$ cat config.mk
export PLATFORM = sky130hd
export DESIGN_NAME = fetch_ws_ctrl
export DESIGN_NICKNAME = d
export VERILOG_FILES = /design/src/rtl/fws_pkg.sv /design/src/rtl/fws_mode_reg.sv /design/src/rtl/fws_branch_hold.sv /design/src/rtl/fws_read_seq.sv /design/src/rtl/fetch_ws_ctrl.sv
export SDC_FILE = /design/constraint.sdc
export NUM_CORES = 1
export LEC_CHECK = 0
export CAP_MARGIN = 20
export CORE_MARGIN = 2
export CORE_UTILIZATION = 40
export CTS_CLUSTER_DIAMETER = 100
export DETAILED_ROUTE_END_ITERATION = 12
export GPL_ROUTABILITY_DRIVEN = 1
export PLACE_DENSITY = 0.85
export SETUP_SLACK_MARGIN = 0.4
export SYNTH_ARGS = -nofsm -noshare
export SYNTH_HDL_FRONTEND = slang
export SYNTH_SLANG_ARGS = --single-unit
$ cat constraint.sdc
create_clock -name clk_i -period 4.45 [get_ports clk_i]
set_clock_uncertainty 0.05 [all_clocks]
set_input_delay 0.89 -clock clk_i [delete_from_list [all_inputs] [get_ports clk_i]]
set_output_delay 0.89 -clock clk_i [all_outputs]
set_load 0.02 [all_outputs]
$ cat src/rtl/fws_pkg.sv
package fws_pkg;
  localparam int unsigned MODE_W   = 2;
  localparam int unsigned MODE_WS  = 0;
  localparam int unsigned MODE_SUP = 1;
  localparam logic [MODE_W-1:0] MODE_RST = 2'b01;

  typedef enum logic [1:0] {
    SEQ_IDLE = 2'd0,
    SEQ_WAIT = 2'd1,
    SEQ_DATA = 2'd2
  } seq_state_e;

  typedef enum logic [1:0] {
    PEND_NONE = 2'd0,
    PEND_HOLD = 2'd1,
    PEND_GO   = 2'd2
  } pend_state_e;
endpackage

$ cat src/rtl/fws_mode_reg.sv
module fws_mode_reg
  import fws_pkg::*;
(
  input  logic              clk_i,
  input  logic              rst_ni,
  input  logic              we_i,
  input  logic [MODE_W-1:0] wdata_i,
  output logic [MODE_W-1:0] mode_o
);
  always_ff @(posedge clk_i or negedge rst_ni) begin
    if (!rst_ni)   mode_o <= MODE_RST;
    else if (we_i) mode_o <= wdata_i;
  end


  mode_write_chk: assert property (@(posedge clk_i) disable iff (!rst_ni)
    we_i |=> mode_o == $past(wdata_i));

  mode_hold_chk: assert property (@(posedge clk_i) disable iff (!rst_ni)
    !we_i |=> $stable(mode_o));
endmodule

$ cat src/rtl/fws_branch_hold.sv
module fws_branch_hold
  import fws_pkg::*;
#(
  parameter int unsigned ADDR_W = 16
) (
  input  logic              clk_i,
  input  logic              rst_ni,
  input  logic              cap_i,
  input  logic [ADDR_W-1:0] cap_addr_i,
  input  logic              rsv_valid_i,
  input  logic              rsv_taken_i,
  input  logic              fire_i,
  output logic              busy_o,
  output logic              go_o,
  output logic [ADDR_W-1:0] addr_o
);
  pend_state_e st_q, st_d;

  always_comb begin
    st_d = st_q;
    unique case (st_q)
      PEND_NONE: if (cap_i) st_d = PEND_HOLD;
      PEND_HOLD: if (rsv_valid_i) st_d = rsv_taken_i ? PEND_GO : PEND_NONE;
      PEND_GO:   if (fire_i) st_d = PEND_NONE;
      default:   st_d = PEND_NONE;
    endcase
  end

  always_ff @(posedge clk_i or negedge rst_ni) begin
    if (!rst_ni) begin
      st_q   <= PEND_NONE;
      addr_o <= '0;
    end else begin
      st_q <= st_d;
      if (cap_i && st_q == PEND_NONE) addr_o <= cap_addr_i;
    end
  end

  assign busy_o = (st_q != PEND_NONE);
  assign go_o   = (st_q == PEND_GO);


  drop_on_not_taken_chk: assert property (@(posedge clk_i) disable iff (!rst_ni)
    (busy_o && !go_o && rsv_valid_i && !rsv_taken_i) |=> !busy_o);

  go_on_taken_chk: assert property (@(posedge clk_i) disable iff (!rst_ni)
    (busy_o && !go_o && rsv_valid_i && rsv_taken_i) |=> go_o && $stable(addr_o));

  idle_resolve_chk: assert property (@(posedge clk_i) disable iff (!rst_ni)
    (!busy_o && !cap_i) |=> !busy_o);
endmodule

$ cat src/rtl/fws_read_seq.sv
module fws_read_seq
  import fws_pkg::*;
#(
  parameter int unsigned ADDR_W = 16,
  parameter int unsigned DATA_W = 32,
  parameter int unsigned CNT_W  = 16
) (
  input  logic              clk_i,
  input  logic              rst_ni,
  input  logic              issue_i,
  input  logic [ADDR_W-1:0] addr_i,
  input  logic              ws_i,
  input  logic [DATA_W-1:0] fl_rdata_i,
  output logic              slot_free_o,
  output logic              fl_rd_o,
  output logic [ADDR_W-1:0] fl_addr_o,
  output logic              rsp_valid_o,
  output logic [DATA_W-1:0] rsp_data_o,
  output logic [CNT_W-1:0]  acc_cnt_o
);
  seq_state_e st_q, st_d;

  always_comb begin
    st_d = st_q;
    unique case (st_q)
      SEQ_IDLE, SEQ_DATA: begin
        if (issue_i) st_d = ws_i ? SEQ_WAIT : SEQ_DATA;
        else         st_d = SEQ_IDLE;
      end
      SEQ_WAIT: st_d = SEQ_DATA;
      default:  st_d = SEQ_IDLE;
    endcase
  end

  always_ff @(posedge clk_i or negedge rst_ni) begin
    if (!rst_ni) begin
      st_q      <= SEQ_IDLE;
      acc_cnt_o <= '0;
    end else begin
      st_q <= st_d;
      if (fl_rd_o) acc_cnt_o <= acc_cnt_o + 1'b1;
    end
  end

  assign slot_free_o = (st_q != SEQ_WAIT);
  assign fl_rd_o     = issue_i;
  assign fl_addr_o   = addr_i;
  assign rsp_valid_o = (st_q == SEQ_DATA);
  assign rsp_data_o  = fl_rdata_i;


  single_outstanding_chk: assert property (@(posedge clk_i) disable iff (!rst_ni)
    issue_i |-> slot_free_o);

  zero_wait_lat_chk: assert property (@(posedge clk_i) disable iff (!rst_ni)
    (issue_i && !ws_i) |=> rsp_valid_o);

  one_wait_lat_chk: assert property (@(posedge clk_i) disable iff (!rst_ni)
    (issue_i && ws_i) |=> !rsp_valid_o ##1 rsp_valid_o);

  cnt_step_chk: assert property (@(posedge clk_i) disable iff (!rst_ni)
    fl_rd_o |=> acc_cnt_o == CNT_W'($past(acc_cnt_o) + 1'b1));

  cnt_hold_chk: assert property (@(posedge clk_i) disable iff (!rst_ni)
    !fl_rd_o |=> $stable(acc_cnt_o));
endmodule

$ cat src/rtl/fetch_ws_ctrl.sv
module fetch_ws_ctrl
  import fws_pkg::*;
#(
  parameter int unsigned ADDR_W = 16,
  parameter int unsigned DATA_W = 32,
  parameter int unsigned CNT_W  = 16
) (
  input  logic              clk_i,
  input  logic              rst_ni,
  input  logic              req_valid_i,
  input  logic [ADDR_W-1:0] req_addr_i,
  input  logic              req_spec_i,
  output logic              req_ready_o,
  input  logic              rsv_valid_i,
  input  logic              rsv_taken_i,
  input  logic              cfg_we_i,
  input  logic [MODE_W-1:0] cfg_wdata_i,
  output logic [MODE_W-1:0] cfg_mode_o,
  output logic              fl_rd_o,
  output logic [ADDR_W-1:0] fl_addr_o,
  input  logic [DATA_W-1:0] fl_rdata_i,
  output logic              rsp_valid_o,
  output logic [DATA_W-1:0] rsp_data_o,
  output logic [CNT_W-1:0]  acc_cnt_o
);
  logic              req_sup, hold_busy, hold_go, slot_free, fire, cap, issue;
  logic [ADDR_W-1:0] hold_addr, issue_addr;

  fws_mode_reg u_mode (
    .clk_i   (clk_i),
    .rst_ni  (rst_ni),
    .we_i    (cfg_we_i),
    .wdata_i (cfg_wdata_i),
    .mode_o  (cfg_mode_o)
  );

  assign req_sup = req_spec_i & cfg_mode_o[MODE_SUP];
  assign fire    = hold_go & slot_free;
  assign cap     = req_valid_i & req_sup & ~hold_busy;
  // a released target outranks new requests
  assign req_ready_o = req_sup ? ~hold_busy : (slot_free & ~hold_go);
  assign issue       = fire | (req_valid_i & ~req_sup & slot_free & ~hold_go);
  assign issue_addr  = fire ? hold_addr : req_addr_i;

  fws_branch_hold #(.ADDR_W(ADDR_W)) u_hold (
    .clk_i       (clk_i),
    .rst_ni      (rst_ni),
    .cap_i       (cap),
    .cap_addr_i  (req_addr_i),
    .rsv_valid_i (rsv_valid_i),
    .rsv_taken_i (rsv_taken_i),
    .fire_i      (fire),
    .busy_o      (hold_busy),
    .go_o        (hold_go),
    .addr_o      (hold_addr)
  );

  fws_read_seq #(.ADDR_W(ADDR_W), .DATA_W(DATA_W), .CNT_W(CNT_W)) u_seq (
    .clk_i       (clk_i),
    .rst_ni      (rst_ni),
    .issue_i     (issue),
    .addr_i      (issue_addr),
    .ws_i        (cfg_mode_o[MODE_WS]),
    .fl_rdata_i  (fl_rdata_i),
    .slot_free_o (slot_free),
    .fl_rd_o     (fl_rd_o),
    .fl_addr_o   (fl_addr_o),
    .rsp_valid_o (rsp_valid_o),
    .rsp_data_o  (rsp_data_o),
    .acc_cnt_o   (acc_cnt_o)
  );


  suppress_no_read_chk: assert property (@(posedge clk_i) disable iff (!rst_ni)
    (req_valid_i && req_ready_o && req_sup && !hold_go) |-> !fl_rd_o);

  release_issue_chk: assert property (@(posedge clk_i) disable iff (!rst_ni)
    (hold_go && slot_free) |-> (fl_rd_o && fl_addr_o == hold_addr && !req_ready_o) || req_sup);

  spec_direct_chk: assert property (@(posedge clk_i) disable iff (!rst_ni)
    (req_valid_i && req_ready_o && req_spec_i && !cfg_mode_o[MODE_SUP]) |-> fl_rd_o);
endmodule

# Word level (Yosys, flattened, before mapping)
# Index checks and enable logic that the tools add are counted.
[word_totals]
ff_bits = 38
latch_bits = 0
ram_bits = 0
mem_bits_ro = 0
inputBits = 57
out_inout_bits = 69
word_cells = 42
memories = 0
[classes]
add_sub_neg = 1
multipliers = 0
n_div = 0
magnitude_cmp = 0
n_eq_ne = 8
shift = 0
n_mux = 10
bitwise_logic = 12
n_reduce_logical = 6
[ops]
columns = ["op", "count"]
rows = [
  ["$add 16x1->16 const B", 1],
  ["$mux 16", 1],
  ["$mux 2", 6],
  ["$and 1x1->1", 8],
  ["$ne 2x1->1 const B", 3],
  ["$pmux 2 s3", 1],
  ["$eq 2x1->1 const B", 2],
  ["$eq 2x2->1 const B", 2],
  ["$logic_not 2->1", 2],
  ["$pmux 2 s2", 1],
  ["$not 1->1", 3],
  ["$reduce_and 3->1", 1],
  ["$ne 2x2->1 const B", 1],
  ["$reduce_bool 2->1", 1],
  ["$reduce_or 2->1", 1],
  ["$logic_and 1x1->1", 1],
  ["$mux 1", 1],
  ["$or 1x1->1", 1],
]

# Depth between registers and ports, before layout
[depth]
ltp_word = 8
depth_mapped = 6
ltp_nobuf = 4

# Hierarchy
# Synthesis repeated with hierarchy kept, for this count alone.
[unflattened]
hier_cells = 186
area_unflattened_um2 = 2228.4
[modules_own_cells]
columns = ["mod", "instances", "cells_per_inst", "area_per_inst_um2", "seq_area_each_um2"]
rows = [
  ["fws_read_seq", 1, 115, 1157.4, 450.4],
  ["fws_branch_hold", 1, 43, 708.2, 450.4],
  ["fetch_ws_ctrl", 1, 24, 289.0, 0.0],
  ["fws_mode_reg", 1, 4, 73.8, 51.3],
]

# Worst setup path after synthesis
# OpenSTA, ideal clock, no wires.
[synth_path]
path_kind = "input to output"
start = "in req_spec_i"
end = "out req_ready_o"
arrival_time_ps = 1513
required_ps = 3510
slack_ps = 1997
cell_stages = 2
n_path_buf = 0
cell_sequence = "a21oi_1 -> a311oi_1"
[synth_between]
elab_chain_len = 2
[synth_lines]
columns = ["element", "line", "rtl"]
rows = [
  ["from (decl)", "fetch_ws_ctrl.sv:12", "input logic req_spec_i,"],
  ["$and 1x1->1", "fetch_ws_ctrl.sv:37", "assign req_sup = req_spec_i & cfg_mode_o[MODE_SUP];"],
  ["$mux 1", "fetch_ws_ctrl.sv:41", "assign req_ready_o = req_sup ? ~hold_busy : (slot_free & ~hold_go);"],
  ["to (decl)", "fetch_ws_ctrl.sv:13", "output logic req_ready_o,"],
]
# No other way between the ends.

# Final worst setup path
[layout_path]
start = "in req_valid_i"
end = "out fl_rd_o"
[layout_between]
elab_chain_len = 4
[layout_lines]
columns = ["element", "line", "rtl"]
rows = [
  ["from (decl)", "fetch_ws_ctrl.sv:10", "input logic req_valid_i,"],
  ["$and 1x1->1 (3 in series)", "fetch_ws_ctrl.sv:42", "assign issue = fire | (req_valid_i & ~req_sup & slot_free & ~hold_go);"],
  ["$or 1x1->1", "fetch_ws_ctrl.sv:42", ""],
  ["to (decl)", "fetch_ws_ctrl.sv:19", "output logic fl_rd_o,"],
]
# No other way between the ends.

==> results.py <==
metrics = {
    "outcome": {
        "status": "completed",
    },
    "hold_path": {
        "min_path_type": "reg2reg",
    },
    "yosys": {
        "synth_area_um2": 2090,
        "yosysTopAreaCellShare_pct": 44.3,
        "yosys_warnings": 0,
        "synth_flop_cell": "dfrtp_1",
        "synth_nets": 230,
        "synth_edf_count": 0,
        "ys_types": 35,
        "async_flop_share_pct": 100,
        "ys_ff_latch": 38,
        "syn_area_per_cell_um2": 12.2,
        "yosysSeqAreaShare_pct": 45.5,
        "syn-instance-count": 172,
        "synthTopCellsByArea": "dfrtp_1, mux2_2, buf_4",
        "synth_area_leader_cell": "dfrtp_1",
    },
    "cts": {
        "clock-root-buffer": "clkbuf_8",
        "cts_buffers": 5,
        "clk_pin_slew_ps": 70,
        "cts_max_level": 2,
        "cts_buffer_depth": 2,
        "insertion_delay_ps": 290,
        "hold_buffers": 0,
        "cts_resized": 0,
        "cts_tree": "done",
        "post_cts_buffers": 0,
        "clkSinkCount": 38,
    },
    "cells_and_area": {
        "final-seq-area_um2": 952,
        "final_area_um2": 2640,
        "syn_to_final_growth_pct": 26.0,
        "fillCellCount": 450,
        "multiInputGateArea_um2": 836,
        "final_net_count": 260,
        "num_antenna_cells": 0,
        "layout_commonest_cell": "clkdlybuf4s50_1",
        "drive_gt1_share_pct": 24.1,
        "final_cell_mix": "clkdlybuf4s50_1, dfrtp_1, mux2_2",
    },
    "critical_path": {
        "critPathCaptureType": "output port",
        "cp_max_fo": 7,
        "crit_path_start_kind": "input port",
        "r2r_slack_ps": 2600,
        "crit_arrival_ps": 2660,
        "criticalPathCategory": "in2out",
        "crit_required_ps": 3510,
    },
    "pwr": {
        "peakVddDrop_mv": 0.299,
        "p_per_area_nw_per_um2": 442,
        "p_leak_uw": 0.00113,
    },
    "detailed_routing": {
        "antenna_left": 0,
        "via_per_inst": 4.79,
        "routed_wl_um": 3740,
        "drcViolationCount": 0,
        "wire_per_inst_um": 13.7,
        "dr.pass1.iters": 4,
        "drtIter0Drc": 23,
        "route.vias.total": 1307,
    },
    "die": {
        "io_pins": 126,
        "die_area_um2": 5820,
        "die_y_um": 76.3,
        "start_util_pct": 41.2,
        "core-area_um2": 5070,
        "dieWidth_um": 76.3,
        "num_rows": 26,
    },
    "timing": {
        "setup_tns_ps": 0,
        "timing.final.crit_share_pct": 80.9,
        "worst_slew_pin_slew_ps": 887,
        "rsz0062_at_grt": "false",
        "setup_viol": 0,
        "fin_crit_ps": 3600,
        "hold_viol_final": 0,
        "slew_violations": 0,
        "fmax_ghz": 0.278,
        "slew_headroom_pct": 40.9,
    },
    "global_routing": {
        "grt_max_degree": 39,
        "grt_pass1_wl_um": 6270,
        "grt_pass1_vias": 1325,
        "antenna_found_initial": 0,
        "grt_use_total_pct": 13.4,
        "grt-ovfl-total": 0,
    },
    "placement": {
        "portBuffers": 61,
        "dp_hpwl_um": 2710,
        "place_area_um2": 2490,
        "globalplace.congestion": 0.701,
    },
    "flow_run": {
        "cap_viol_max_count": 0,
    },
}
[cell type report]
| class | count | share of cell area, % |
|---|---|---|
| well taps | 70 | 3.32 |
| clock inverters | 2 | 2.28 |
| repair buffers | 61 | 23.0 |
| clock buffers | 6 | 3.13 |
| multi-input cells | 93 | 31.7 |
| flip-flops and latches | 38 | 36.1 |
| inverters | 3 | 0.427 |
[report_power, final]
group | internal, uW | switching, uW | total (uW)
Clock | 239 | 117 | 356
Combinational | 191 | 134 | 325
Sequential | 425 | 59.3 | 484
[worst max-delay path, cell delays in order]
cell             delay [ps]
clkdlybuf4s50_1         470
a21boi_1                330
o21a_1                  300
clkdlybuf4s50_1         660
[cells by family after synthesis]
kind of cell,after synthesis,synth area share [%]
DFF,38,45.5
adders and majority gates,1,0.598
buffers and inverters,41,14.5
muxes,36,21.2
and+or+nand+nor,33,9.09
AOI/OAI and AO/OA,8,2.81
xor gates and xnor gates,15,6.28
[per-layer routing]
metal / vias up / global-route usage [%] / wire length, um
met5: - / 0 / 0
met4: 0 / 4.55 / 53
met3: 10 / 4.50 / 263
met2: 45 / 21.9 / 1850
met1: 638 / 16.5 / 1570
li1: 614 / - / -
[Yosys cell counts, types with 2 or more instances]
| cell | count |
|---|---|
| xnor2_1 | 8 |
| inv_1 | 3 |
| nand2b_1 | 3 |
| buf_4 | 33 |
| buf_2 | 2 |
| and2_1 | 2 |
| nand3_1 | 4 |
| xor2_1 | 7 |
| o2111ai_1 | 2 |
| mux2_4 | 10 |
| mux2_2 | 26 |
| nand4_1 | 3 |
| nor2_1 | 8 |
| nand2_1 | 3 |
| dfrtp_1 | 37 |
| and4_1 | 2 |
[stage by stage]
step / instances / power, uW / hold WS [ps] / setup WS [ps] / utilization (%)
final: 273 / 1170 / 422 / 848 / 51.9
after global routing: 273 / 1230 / 447 / 728 / 51.9
after CTS: 273 / 1180 / 429 / 859 / 51.9
after detailed placement: 265 / 820 / 414 / 862 / 49.1
after global placement: 265 / 809 / 413 / 916 / 49.1
after floorplan: 172 / 719 / 391 / 2000 / -
[flip-flops by register name, indices dropped and copies added (netlist names)]
name and flops:
u_mode.mode_o 2, u_hold.st_q 2, u_hold.addr_o 16, u_seq.st_q 2, u_seq.acc_cnt_o 16
[final timing paths]
| kind | startpoint | end | depth (start not counted) |
|---|---|---|---|
| max in group asynchronous | rst_ni | u_hold.addr_o[11] | 1 |
| setup / recovery | req_valid_i | fl_rd_o | 4 |
| setup reg to reg | u_mode.mode_o[1] | u_hold.addr_o[12] | 3 |
| min in group asynchronous | rst_ni | u_seq.acc_cnt_o[1] | 1 |
| hold / removal | u_seq.acc_cnt_o[15] | u_seq.acc_cnt_o[15] | 1 |
| hold reg to reg | u_seq.acc_cnt_o[15] | u_seq.acc_cnt_o[15] | 1 |
Power figures use the tool's default switching activity.
